[src/rtl/cfg_seq_pkg.sv]
package cfg_seq_pkg;
  localparam int unsigned STATE_W = 3;

  typedef enum logic [STATE_W-1:0] {
    ST_RESET = 3'd0,
    ST_CLEAR = 3'd1,
    ST_WAIT  = 3'd2,
    ST_DELAY = 3'd3,
    ST_LOAD  = 3'd4,
    ST_DONE  = 3'd5,
    ST_ERROR = 3'd6
  } cfg_state_e;
endpackage

[src/rtl/cfg_sync.sv]
module cfg_sync #(
  parameter int unsigned       WIDTH   = 2,
  parameter int unsigned       STAGES  = 2,
  parameter logic [WIDTH-1:0]  RST_VAL = '1
) (
  input  logic             clk_i,
  input  logic             rst_ni,
  input  logic [WIDTH-1:0] d_i,
  output logic [WIDTH-1:0] q_o
);
  logic [STAGES-1:0][WIDTH-1:0] stg_q;

  always_ff @(posedge clk_i or negedge rst_ni) begin
    if (!rst_ni) stg_q <= {STAGES{RST_VAL}};
    else         stg_q <= {stg_q[STAGES-2:0], d_i};
  end

  assign q_o = stg_q[STAGES-1];
endmodule

[src/rtl/cfg_seq_fsm.sv]
module cfg_seq_fsm
  import cfg_seq_pkg::*;
#(
  parameter int unsigned        MODE_W      = 3,
  parameter logic [MODE_W-1:0]  AUTO_MODE   = '0,
  parameter int unsigned        START_DELAY = 3,
  localparam int unsigned       CNT_W       = $clog2(START_DELAY + 1)
) (
  input  logic              clk_i,
  input  logic              rst_ni,
  input  logic              manual_rst_i,
  input  logic [MODE_W-1:0] mode_i,
  input  logic              clear_done_i,
  input  logic              dl_done_i,
  input  logic              bit_err_i,
  input  logic              start_s_i,
  input  logic              init_s_i,
  output cfg_state_e        state_o,
  output logic              start_dl_o,
  output logic              init_dl_o,
  output logic              cfg_phase_o
);
  cfg_state_e       state_q, state_d;
  logic [CNT_W-1:0] cnt_q;
  logic             clr_q;
  logic             start_prev_q;
  logic             start_fall;

  assign start_fall = start_prev_q & ~start_s_i;

  always_comb begin
    state_d = state_q;
    unique case (state_q)
      ST_RESET: state_d = ST_CLEAR;
      ST_CLEAR: if (clr_q && init_s_i)
                  state_d = (mode_i == AUTO_MODE) ? ST_LOAD : ST_WAIT;
      ST_WAIT:  if (start_fall) state_d = ST_DELAY;
      ST_DELAY: if (cnt_q == CNT_W'(START_DELAY - 1)) state_d = ST_LOAD;
      ST_LOAD:  if (bit_err_i)      state_d = ST_ERROR;
                else if (dl_done_i) state_d = ST_DONE;
      ST_DONE:  if (start_fall) state_d = ST_DELAY;
      ST_ERROR: state_d = ST_ERROR;
      default:  state_d = ST_RESET;
    endcase
    if (manual_rst_i) state_d = ST_RESET;
  end

  always_ff @(posedge clk_i or negedge rst_ni) begin
    if (!rst_ni) begin
      state_q      <= ST_RESET;
      cnt_q        <= '0;
      clr_q        <= 1'b0;
      start_prev_q <= 1'b1;
    end else begin
      state_q      <= state_d;
      start_prev_q <= start_s_i;
      cnt_q        <= (state_q == ST_DELAY && state_d == ST_DELAY) ? cnt_q + 1'b1 : '0;
      if (state_q == ST_RESET)                      clr_q <= 1'b0;
      else if (state_q == ST_CLEAR && clear_done_i) clr_q <= 1'b1;
    end
  end

  assign state_o     = state_q;
  assign start_dl_o  = state_q inside {ST_RESET, ST_CLEAR, ST_LOAD, ST_ERROR};
  assign init_dl_o   = (state_q == ST_RESET) || (state_q == ST_ERROR) ||
                       (state_q == ST_CLEAR && !clr_q);
  assign cfg_phase_o = !(state_q inside {ST_WAIT, ST_DONE});
endmodule

[src/rtl/cfg_pin_ctrl.sv]
module cfg_pin_ctrl
  import cfg_seq_pkg::*;
(
  input  cfg_state_e state_i,
  input  logic       start_dl_i,
  input  logic       init_dl_i,
  input  logic       cfg_phase_i,
  input  logic       chk_active_i,
  input  logic       chk_mismatch_i,
  input  logic       user_hdc_i,
  input  logic       user_ldc_i,
  output logic       start_drive_low_o,
  output logic       init_drive_low_o,
  output logic       hdc_o,
  output logic       ldc_o
);
  logic chk_flag;

  // mismatch reporting only once configured
  assign chk_flag          = (state_i == ST_DONE) && chk_active_i && chk_mismatch_i;
  assign start_drive_low_o = start_dl_i;
  assign init_drive_low_o  = init_dl_i | chk_flag;
  assign hdc_o             = cfg_phase_i ? 1'b1 : user_hdc_i;
  assign ldc_o             = cfg_phase_i ? 1'b0 : user_ldc_i;
endmodule

[src/rtl/cfg_handshake_seq.sv]
module cfg_handshake_seq
  import cfg_seq_pkg::*;
#(
  parameter int unsigned        MODE_W      = 3,
  parameter logic [MODE_W-1:0]  AUTO_MODE   = '0,
  parameter int unsigned        START_DELAY = 3,
  parameter int unsigned        SYNC_STAGES = 2
) (
  input  logic               clk_i,
  input  logic               rst_ni,
  input  logic               manual_rst_i,
  input  logic [MODE_W-1:0]  mode_i,
  input  logic               clear_done_i,
  input  logic               dl_done_i,
  input  logic               bit_err_i,
  input  logic               chk_active_i,
  input  logic               chk_mismatch_i,
  input  logic               start_pin_i,
  input  logic               init_pin_i,
  input  logic               user_hdc_i,
  input  logic               user_ldc_i,
  output logic               start_drive_low_o,
  output logic               init_drive_low_o,
  output logic               hdc_o,
  output logic               ldc_o,
  output logic [STATE_W-1:0] state_o
);
  logic [1:0] pins_s;
  cfg_state_e state;
  logic       start_dl, init_dl, cfg_phase;

  cfg_sync #(.WIDTH(2), .STAGES(SYNC_STAGES), .RST_VAL(2'b11)) u_sync (
    .clk_i  (clk_i),
    .rst_ni (rst_ni),
    .d_i    ({init_pin_i, start_pin_i}),
    .q_o    (pins_s)
  );

  cfg_seq_fsm #(.MODE_W(MODE_W), .AUTO_MODE(AUTO_MODE), .START_DELAY(START_DELAY)) u_fsm (
    .clk_i        (clk_i),
    .rst_ni       (rst_ni),
    .manual_rst_i (manual_rst_i),
    .mode_i       (mode_i),
    .clear_done_i (clear_done_i),
    .dl_done_i    (dl_done_i),
    .bit_err_i    (bit_err_i),
    .start_s_i    (pins_s[0]),
    .init_s_i     (pins_s[1]),
    .state_o      (state),
    .start_dl_o   (start_dl),
    .init_dl_o    (init_dl),
    .cfg_phase_o  (cfg_phase)
  );

  cfg_pin_ctrl u_pins (
    .state_i           (state),
    .start_dl_i        (start_dl),
    .init_dl_i         (init_dl),
    .cfg_phase_i       (cfg_phase),
    .chk_active_i      (chk_active_i),
    .chk_mismatch_i    (chk_mismatch_i),
    .user_hdc_i        (user_hdc_i),
    .user_ldc_i        (user_ldc_i),
    .start_drive_low_o (start_drive_low_o),
    .init_drive_low_o  (init_drive_low_o),
    .hdc_o             (hdc_o),
    .ldc_o             (ldc_o)
  );

  assign state_o = state;
endmodule

[config.mk]
export PLATFORM = sky130hd
export DESIGN_NAME = cfg_handshake_seq
export DESIGN_NICKNAME = d
export VERILOG_FILES = /design/src/rtl/cfg_seq_pkg.sv /design/src/rtl/cfg_sync.sv /design/src/rtl/cfg_seq_fsm.sv /design/src/rtl/cfg_pin_ctrl.sv /design/src/rtl/cfg_handshake_seq.sv
export SDC_FILE = /design/constraint.sdc
export NUM_CORES = 1
export LEC_CHECK = 0
export BUFFER_PORTS_ARGS = -buffer_cell sky130_fd_sc_hd__clkbuf_2
export CAP_MARGIN = 40
export CORE_AREA = 2 2 39 41
export DETAILED_ROUTE_END_ITERATION = 10
export DIE_AREA = 0 0 41 43
export PLACE_DENSITY = 0.75
export SYNTH_ARGS = -nofsm -noshare
export SYNTH_HDL_FRONTEND = slang
export SYNTH_SLANG_ARGS = --single-unit
[constraint.sdc]
create_clock -name clk_i -period 1.5 [get_ports clk_i]
set_clock_uncertainty 0.05 [all_clocks]
set_input_delay 0.225 -clock clk_i [delete_from_list [all_inputs] [get_ports clk_i]]
set_output_delay 0.225 -clock clk_i [all_outputs]
set_load 0.005 [all_outputs]
# [Word-level counts from Yosys, hierarchy flattened]
# Cells that the tools add are included.
[totals] regBits=11 in_bits=15 out_inout_bits=7
[op_classes] addsub=1 n_eq_ne=8 mux=13 n_bitwise=3 reduce_logical=15
[op_table] op="3-bit 2-to-1 mux" count=7
[op_table] op="3-bit case mux with 6 select lines" count=1
[op_table] op="3-bit by 2-bit equality test with 1-bit output (second input constant)" count=3
[op_table] op="3-bit equality test (second input constant)" count=3
[op_table] op="1-bit logical AND" count=6
[op_table] op="3-bit logical NOT" count=2
[op_table] op="1-bit 2-to-1 mux" count=4
[op_table] op="2-bit nonzero test" count=2
[op_table] op="4-bit nonzero test" count=1
[op_table] op="3-bit by 1-bit equality test with 1-bit output (second input constant)" count=1
[op_table] op="2-bit by 1-bit adder with 2-bit output (second input constant)" count=1
[op_table] op="2-bit equality test (second input constant)" count=1
[op_table] op="1-bit logical OR" count=2
[op_table] op="2-bit 2-to-1 mux" count=1
[op_table] op="2-bit OR reduction" count=1
[op_table] op="1-bit AND" count=1
[op_table] op="1-bit logical NOT" count=1
[op_table] op="1-bit NOT" count=1
[op_table] op="1-bit OR" count=1

# [Logic depth before layout (Yosys ltp)]
# Gate-level depths: netlist of the first run.
[depth] ltp_word=8 depth_mapped=5 depth_no_buf=5

# [Modules after synthesis]
# A second synthesis of the first run with hierarchy kept.
[unflattened] hier_cells=62 hier_area_um2=586.8
[modules_own_cells] mod="cfg_seq_fsm" instances=1 cells_each=51 area_each_um2=430.4
[modules_own_cells] mod="cfg_sync" instances=1 cells_each=6 area_each_um2=120.1
[modules_own_cells] mod="cfg_pin_ctrl" instances=1 cells_each=5 area_each_um2=36.3

# [Worst setup path before layout of the first run]
# Ideal clock, no wire load.
[synth_timing] kind="register to register" from="register u_fsm.cnt_q[0]" to="register u_fsm.cnt_q[0]" t_arrival_ps=1169 required_ps=1378 setup_slack_ps=208 stages_incl_launch_ff=5 cell_sequence="dfrtp_1 inv_1 ha_1 or4_1 nor2_1"
[synth_between] elab_chain_cells=7
[synth_rtl] item="from (decl)" line_no="cfg_seq_fsm.sv:24" source="logic [CNT_W-1:0] cnt_q;"
[synth_rtl] item="from (signal assigned)" line_no="cfg_seq_fsm.sv:57" source="cnt_q <= (state_q == ST_DELAY && state_d == ST_DELAY) ? cnt_q + 1'b1 : '0;"
[synth_rtl] item="2-bit equality test" line_no="cfg_seq_fsm.sv:38" source="ST_DELAY: if (cnt_q == CNT_W'(START_DELAY - 1)) state_d = ST_LOAD;"
[synth_rtl] item="3-bit 2-to-1 mux" line_no="cfg_seq_fsm.sv:38"
[synth_rtl] item="3-bit case mux with 6 select lines" line_no="cfg_seq_fsm.sv:33" source="unique case (state_q)"
[synth_rtl] item="3-bit 2-to-1 mux" line_no="cfg_seq_fsm.sv:45" source="if (manual_rst_i) state_d = ST_RESET;"
[synth_rtl] item="3-bit by 2-bit equality test with 1-bit output" line_no="cfg_seq_fsm.sv:57"
[synth_rtl] item="1-bit logical AND" line_no="cfg_seq_fsm.sv:57"
[synth_rtl] item="2-bit 2-to-1 mux (*)" line_no="cfg_seq_fsm.sv:57"
# Every way passes the cells marked *; elsewhere a longest branch is shown, timed or not.
# A chain may end at the register's enable or synchronous reset.

# [Worst setup path in the final report of the first run]
[layout_timing] from="register u_fsm.state_q[1] (netlist: u_fsm.state_o[1])" to="output ldc_o"
[layout_between] elab_chain_cells=3
[layout_rtl] item="from (decl)" line_no="cfg_seq_fsm.sv:23" source="cfg_state_e state_q, state_d;"
[layout_rtl] item="from (signal assigned)" line_no="cfg_seq_fsm.sv:55" source="state_q <= state_d;"
[layout_rtl] item="3-bit by 2-bit equality test with 1-bit output / 3-bit equality test (equally long branches)" line_no="cfg_seq_fsm.sv:67" source="assign cfg_phase_o = !(state_q inside {ST_WAIT, ST_DONE});"
[layout_rtl] item="2-bit nonzero test (*)" line_no="cfg_seq_fsm.sv:67"
[layout_rtl] item="1-bit 2-to-1 mux (*)" line_no="cfg_pin_ctrl.sv:24" source="assign ldc_o = cfg_phase_i ? 1'b0 : user_ldc_i;"
[layout_rtl] item="to (decl)" line_no="cfg_handshake_seq.sv:25" source="output logic ldc_o,"
# Marks and branches as above.

==> summary.txt, run 1 <==
Status
  – Outcome: finished with violations
  – Violations in the final reports: setup timing

CTS
  – Clock-pin slew on the worst setup and hold paths: around 0.06 ns
  – Clk sink count: 11
  – TritonCTS clock tree: done
  – TritonCTS Buffers: 3
  – Deepest clock path buffer count: 2
  – Insertion delay of the later-clocked pin in the worst-skew pair: ~0.26 ns
  – CTS HTree Levels: 1
  – Root Buffer Master: clkbuf_4

Synth
  – Synth Area per Inst: 9.80 sq um
  – Fraction of the yosys area taken by sequential cells: around half
  – Fraction of synthesis flops using an asynchronous set or reset pin: 100%
  – Area fraction in and, or, nand and nor cells after synthesis: 24.0%
  – Post-Synthesis Cells: 59
  – Netlist Area Pre-Place: a little under 600 sq um
  – Largest family of logic cells by synthesized area: simple AND/OR/NAND/NOR gates
  – Post-Synth Adder-Cell Area: roughly 2.2%
  – Post-synth EDFFs: 0
  – Primary flip-flop cell chosen by synthesis mapping: dfrtp_1
  – Post-synth top area share: roughly 26%
  – XOR/XNOR Fraction of Synth Area: 0%
  – Post-Synthesis Net Count: 75
  – Post-synthesis mux area share: 0%
  – Area fraction in compound gates after synthesis: between 20% and 30%
  – Cells taking the most area after synthesis: dfrtp_1 26%, dfstp_2 23%, a21oi_1 5.2%
  – Warnings from Yosys: 0
  – Distinct cells, synth: 28
  – Post-synthesis register bit count: 11
  – Yosys top cell by area: dfrtp_1

Cells and area
  – Signed area change from the synthesized netlist to the final layout: 55.2%
  – Count of placed standard cells in the final layout, fillers left out: 110
  – Fraction of layout cells with a size suffix above 1: between 60% and 70%
  – Register area: approximately 280 sq um
  – Filler cells: roughly 120
  – Post-Route Utilization: 64.8%
  – Multi-input gate area in the final layout: 342 sq um
  – Total Nets Final: 111
  – Diodes inserted: 0

Timing
  – Count of final max-slew check failures: 0
  – Number of endpoints with negative hold slack in the final report: 0
  – Worst slew pin tran: roughly 0.28 ns
  – Worst relative slew slack: between 80% and 90%
  – Fmax achieved: between 0.6 and 0.7 GHz
  – Final worst hold slack: roughly 0.19 ns
  – Final Setup Violations: 4
  – Setup repair after global routing missed its margin: yes
  – Post-Route Setup TNS: -0.195 ns
  – Worst Slack Setup Final: -0.0739 ns
  – Crit share post-route: 105%
  – Final period demand of the worst path: 1.57 ns

Worst setup path
  – Required time worst endpoint: ~1.2 ns
  – Worst Setup End Kind: output port
  – Data arrival at the endpoint of the critical path: 1.30 ns
  – Worst-path maximum fanout: 4
  – Worst setup SP type: flip-flop
  – Critical path start-end classification: flip-flop to output port

Route
  – Drt wl/cell: approximately 13 um
  – Total via count in the routed design: 574
  – Number of DRC violations after detailed routing: 0
  – Routed vias/inst: 5.22
  – Drt first pass iters: 4
  – Post-detailed-route count of antenna-violating nets: 0
  – DR iter-0 viols: 6
  – Total Wirelength: approximately 1500 um

Power
  – Int Pwr: approximately 670 uW
  – Sequential fraction of design power: between 30% and 40%
  – Proportion of power drawn by the clock network: 18.9%
  – Peak ir drop on the vdd network: a little over 0.0006 V
  – Sw Pwr: about 320 uW
  – Cell Pwr Density: between 1000 and 1500 nW/um^2
  – Pleak: slightly above 0.0004 uW
  – Combinational cell fraction of total power: between 40% and 50%
  – Net switching share of the total power: between 30% and 40%
  – Power Total: roughly 1000 uW

Die
  – Number of primary I/O pins: 22
  – Initial core utilization: a little over two fifths
  – Area of the core: between 1000 and 1500 sq um
  – Die Height: between 40 and 50 um
  – Die ar.: approximately 1800 sq um
  – X dimension of the die: between 40 and 50 um
  – Floorplan row count: 14

Global routing
  – Remaining global-route overflow: 0
  – Global Route Usage Sum: 18.3%
  – First-pass GRT wire length: between 2000 and 2500 um
  – Maximum number of pins on one net before global-route repair: 12
  – Most used routing layer in global routing: met2
  – Fraction of met1 tracks used by global routing: around a fifth
  – Met2 Track Usage GR: around 32%
  – Via count of the first global-routing pass: about 550
  – Initial antenna violation count: 0
  – M3 GR Usage: around 1.6%

Worst hold path
  – Worst Hold Class: input pin to flip-flop

Place
  – Routability congestion estimate: 0.736
  – Detail Placement HPWL: about 940 um
  – Instance count after placement with tap cells included: 99
  – Count of buffers inserted at the top-level ports: 21

Flow run
  – Max Cap Viol: 0
[metrics by stage]
stage / cell area, sq um / worst slack, ns
after floorplan: 578 / 0.208
after global placement: 727 / 0.0953
after detailed placement: 727 / 0.0543
after CTS: 841 / -0.0989
after global routing: 897 / -0.186
final: 897 / -0.0739
[power by group through the flow]
stage	clock network (uW)	logic (uW)	registers, uW
after detailed placement	0	306	375
after global routing	212	469	388
after global placement	0	301	373
after CTS	200	374	368
after floorplan	0	188	372
final	188	422	383
[synth_stat cells (all sizes together) (2+ instances only)]
master / count
dfrtp: 6
nor2b: 3
nand2b: 4
or4: 2
dfstp: 5
nor2: 7
o21ai: 3
a22oi: 2
a21oi: 6
nand2: 2
buf: 3
nor3: 2
[placed cells by master, fill, tap and decap left out, types with 3 or more instances in the layout]
cell type / instances
dfrtp_1: 4
clkbuf_4: 3
a21oi_2: 4
dlygate4sd3_1: 3
nand2b_1: 4
nor2_1: 3
buf_6: 3
clkbuf_2: 19
buf_4: 7
dfstp_2: 5
[critical path, stage by stage, from the launching register on]
cell and delay [ns]:
dfrtp_1 0.43, and2b_1 0.26, nand2_1 0.07, o21ai_2 0.06, and2_1 0.13, buf_2 0.10
[cells by family (layout without fill, tap and decap cells)]
kind of cell	Yosys count	after routing
compound gates	18	18
fa+ha+maj	1	1
buf+inv	4	39
flops	11	11
simple gates	25	25
[sequential cells by signal, indices dropped and copies added (netlist names)]
| name | cells |
|---|---|
| u_sync.q_o | 2 |
| u_fsm.state_o | 3 |
| u_fsm.start_prev_q | 1 |
| u_fsm.cnt_q | 2 |
| u_fsm.clr_q | 1 |
| u_sync.stg_q | 2 |
[per-layer routing]
metal,vias to the layer above,wire (um)
li1,284,-
met1,265,563
met2,21,814
met3,4,72
met4,0,23
met5,-,0
[cell type report]
type	instances	share of cell area, %
multi-input cells	44	38.1
flip-flops and latches	11	31.7
repair buffers	34	24.7
clock buffers	4	2.93
well taps	16	2.23
inverters	1	0.418
[final timing paths]
path,slack [ns],cells after the start,from,endpoint
setup reg to reg,-0.04,5,u_fsm.state_o[1],u_fsm.state_o[2]
hold reg to reg,0.31,0,u_sync.stg_q[0],u_sync.q_o[0]
hold / removal,0.19,3,clear_done_i,u_fsm.clr_q
min in group asynchronous,0.31,2,rst_ni,u_fsm.cnt_q[0]
setup / recovery,-0.07,5,u_fsm.state_o[1],ldc_o
max in group asynchronous,0.83,2,rst_ni,u_fsm.start_prev_q
[repair_timing]
item / CTS / global route
hold buffers: 3 / 0
gates resized for setup: 8 / 16
endpoints found under the setup margin: 4 / 8
setup buffers: 4 / 0
pin swaps: 3 / 4
hold endpoints to repair: 8 / 0
(Power assumes the default switching activity.)
==> run 2: changes to the inputs <==
==> constraint.sdc (replaced) <==
create_clock -name clk_i -period 2 [get_ports clk_i]
set_clock_uncertainty 0.05 [all_clocks]
set_input_delay 0.3 -clock clk_i [delete_from_list [all_inputs] [get_ports clk_i]]
set_output_delay 0.3 -clock clk_i [all_outputs]
set_load 0.005 [all_outputs]
==> run 2 against run 1 <==
  * The flow now finishes without violations
  * Total power fell by 38%
  * Combinational power fell by 60%
  * Final cell count fell by 11%
  * Count of clock-buffer cells in the layout did not move
  * Final area fell by 20%
  * Largest power group is now registers
==> summary.txt, run 2 (synthesized netlist as in run 1, its figures left out) <==
Route
  – Total via count in the routed design: between 500 and 600
  – Drt first pass iters: 4
  – Post-detailed-route count of antenna-violating nets: 0
  – Total Wirelength: 1080 um
  – Routed vias/inst: slightly above 5
  – Number of DRC violations after detailed routing: 0
  – Drt wl/cell: between 10 and 15 um
  – DR iter-0 viols: 8

Place
  – Placement-stage worst setup slack: around 0.31 ns
  – Count of buffers inserted at the top-level ports: 21
  – Routability congestion estimate: 0.710
  – Detail Placement HPWL: roughly 830 um

Die
  – X dimension of the die: approximately 40 um
  – Die ar.: about 1800 sq um
  – Die Height: between 40 and 50 um
  – Number of primary I/O pins: 22
  – Area of the core: 1380 sq um
  – Floorplan row count: 14
  – Initial core utilization: between 40% and 50%

Global routing
  – Via count of the first global-routing pass: between 400 and 500
  – Remaining global-route overflow: 0
  – Global Route Usage Sum: a little over an eighth
  – First-pass GRT wire length: around 1600 um
  – Initial antenna violation count: 0
  – Maximum number of pins on one net before global-route repair: 18

Cells and area
  – Largest register FFs: 3
  – Fraction of layout cells with a size suffix above 1: roughly two fifths
  – Signed area change from the synthesized netlist to the final layout: 24.7%
  – Diodes inserted: 0
  – Total Nets Final: a little under 100
  – Filler cells: approximately 130
  – Commonest non-fill, non-tap cell in the layout: clkbuf_2
  – Highest-count cells in the layout ignoring fill and taps: 21 x clkbuf_2, 6 x nor2_1, 6 x a21oi_1, 5 x dfstp_2
  – Register area: roughly 280 sq um
  – Multi-input gate area in the final layout: between 200 and 300 sq um

Flow run
  – Max Cap Viol: 0

CTS
  – CTS HTree Levels: 1
  – TritonCTS clock tree: done
  – Clock-pin slew on the worst setup and hold paths: approximately 0.060 ns
  – Deepest clock path buffer count: 2
  – Root Buffer Master: clkbuf_4
  – TritonCTS Buffers: 3
  – Insertion delay of the later-clocked pin in the worst-skew pair: about 0.26 ns
  – Clk sink count: 11

Power
  – Pleak: between 0.0003 and 0.0004 uW
  – Cell Pwr Density: 853 nW/um^2
  – Peak ir drop on the vdd network: 0.000479 V

Timing
  – Final period demand of the worst path: roughly 1.8 ns
  – Fmax achieved: ~0.55 GHz
  – Setup repair after global routing missed its margin: no
  – Worst Slack Setup Final: 0.191 ns
  – Count of final max-slew check failures: 0
  – Post-Route Setup TNS: 0 ns
  – Crit share post-route: about nine tenths
  – Final Setup Violations: 0
  – Worst relative slew slack: about 67%
  – Number of endpoints with negative hold slack in the final report: 0
  – Worst slew pin tran: between 0.5 and 0.6 ns

Worst setup path
  – Worst setup SP type: flip-flop
  – Delay-heaviest family, CP: flip-flops
  – Slack of the worst reg-to-reg path: ~0.41 ns
  – Data arrival at the endpoint of the critical path: 1.46 ns
  – Worst Setup End Kind: output port
  – Critical path start-end classification: flip-flop to output port
  – Buf/Inv on CP: 1
  – Cell with the largest stage delay on the worst path: dfrtp_2
  – Cell-by-cell listing of the critical path: or2b_1, o21ai_1, and2_1, clkbuf_2
  – Max incr delay on CP: 0.51 ns
  – Required time worst endpoint: 1.65 ns
  – Worst-path maximum fanout: 17

Status
  – Outcome: finished clean

Worst hold path
  – Worst Hold Class: input pin to flip-flop
-- run 2: changes by cell type in the layout (fill, tap and decap cells not counted), sizes merged --
cell         previous run  this run
buf                    12         0
clkbuf                 23        25
dlygate4sd3             3         1
-- run 2: metrics by stage --
| step | total power (uW) | area (sq um) | util, % | hold WS (ns) | std cells |
|---|---|---|---|---|---|
| 2_1_floorplan | 421 | 578 | - | -0.0456 | 59 |
| 3_3_place_gp | 469 | 682 | 49.3 | 0.126 | 93 |
| 3_5_place_dp | 474 | 682 | 49.3 | 0.130 | 93 |
| 4_1_cts | 624 | 718 | 51.9 | 0.0578 | 98 |
| 5_1_grt | 669 | 721 | 52.1 | 0.0528 | 98 |
| 6_report | 615 | 721 | 52.1 | 0.0718 | 98 |
-- run 2: final timing paths --
kind,startpoint,end,cells after the start
max,u_fsm.state_o[2],ldc_o,4
min,init_pin_i,u_sync.stg_q[1],1
max reg2reg,u_fsm.state_o[0],u_fsm.state_o[2],3
min reg2reg,u_sync.stg_q[1],u_sync.q_o[1],0
max in group asynchronous,rst_ni,u_sync.q_o[1],2
min in group asynchronous,rst_ni,u_fsm.cnt_q[0],2
-- run 2: repair_timing --
action / CTS / global route
endpoints found under the hold margin: 6 / 0
hold buffers: 1 / 0
buffers inserted: 0 / 0
gates resized for setup: 0 / 3
setup endpoints to repair: 0 / 2
-- run 2: where the power goes --
part | leakage, uW | total (uW) | internal, uW | switching, uW
combinational | 0.000184 | 170 | 96.2 | 73.5
clock | 0.0000150 | 141 | 76.9 | 64.2
sequential | 0.000130 | 304 | 252 | 52.5
total | 0.000329 | 615 | 425 | 190
-- run 2: worst register-to-register path, stage by stage (launching register included) --
cell and delay, ns:
dfrtp_1 0.65, nand4_1 0.22, or4_1 0.45, a21oi_1 0.14
-- run 2: per-layer routing --
layer / vias to the layer above / track usage, % / share of wire [%]
li1: 264 / - / -
met3: 0 / 1.57 / 6.1
met1: 227 / 16.2 / 46
met5: - / 0 / 0
met2: 17 / 21.6 / 48
met4: 0 / 6.00 / 0
-- run 2: layout make-up --
type | instances | share of cell area [%]
clock buffer | 4 | 3.65
multi-input combinational | 44 | 37.7
inverter | 1 | 0.521
sequential | 11 | 39.4
timing repair buffer | 22 | 16.0
tap | 16 | 2.78
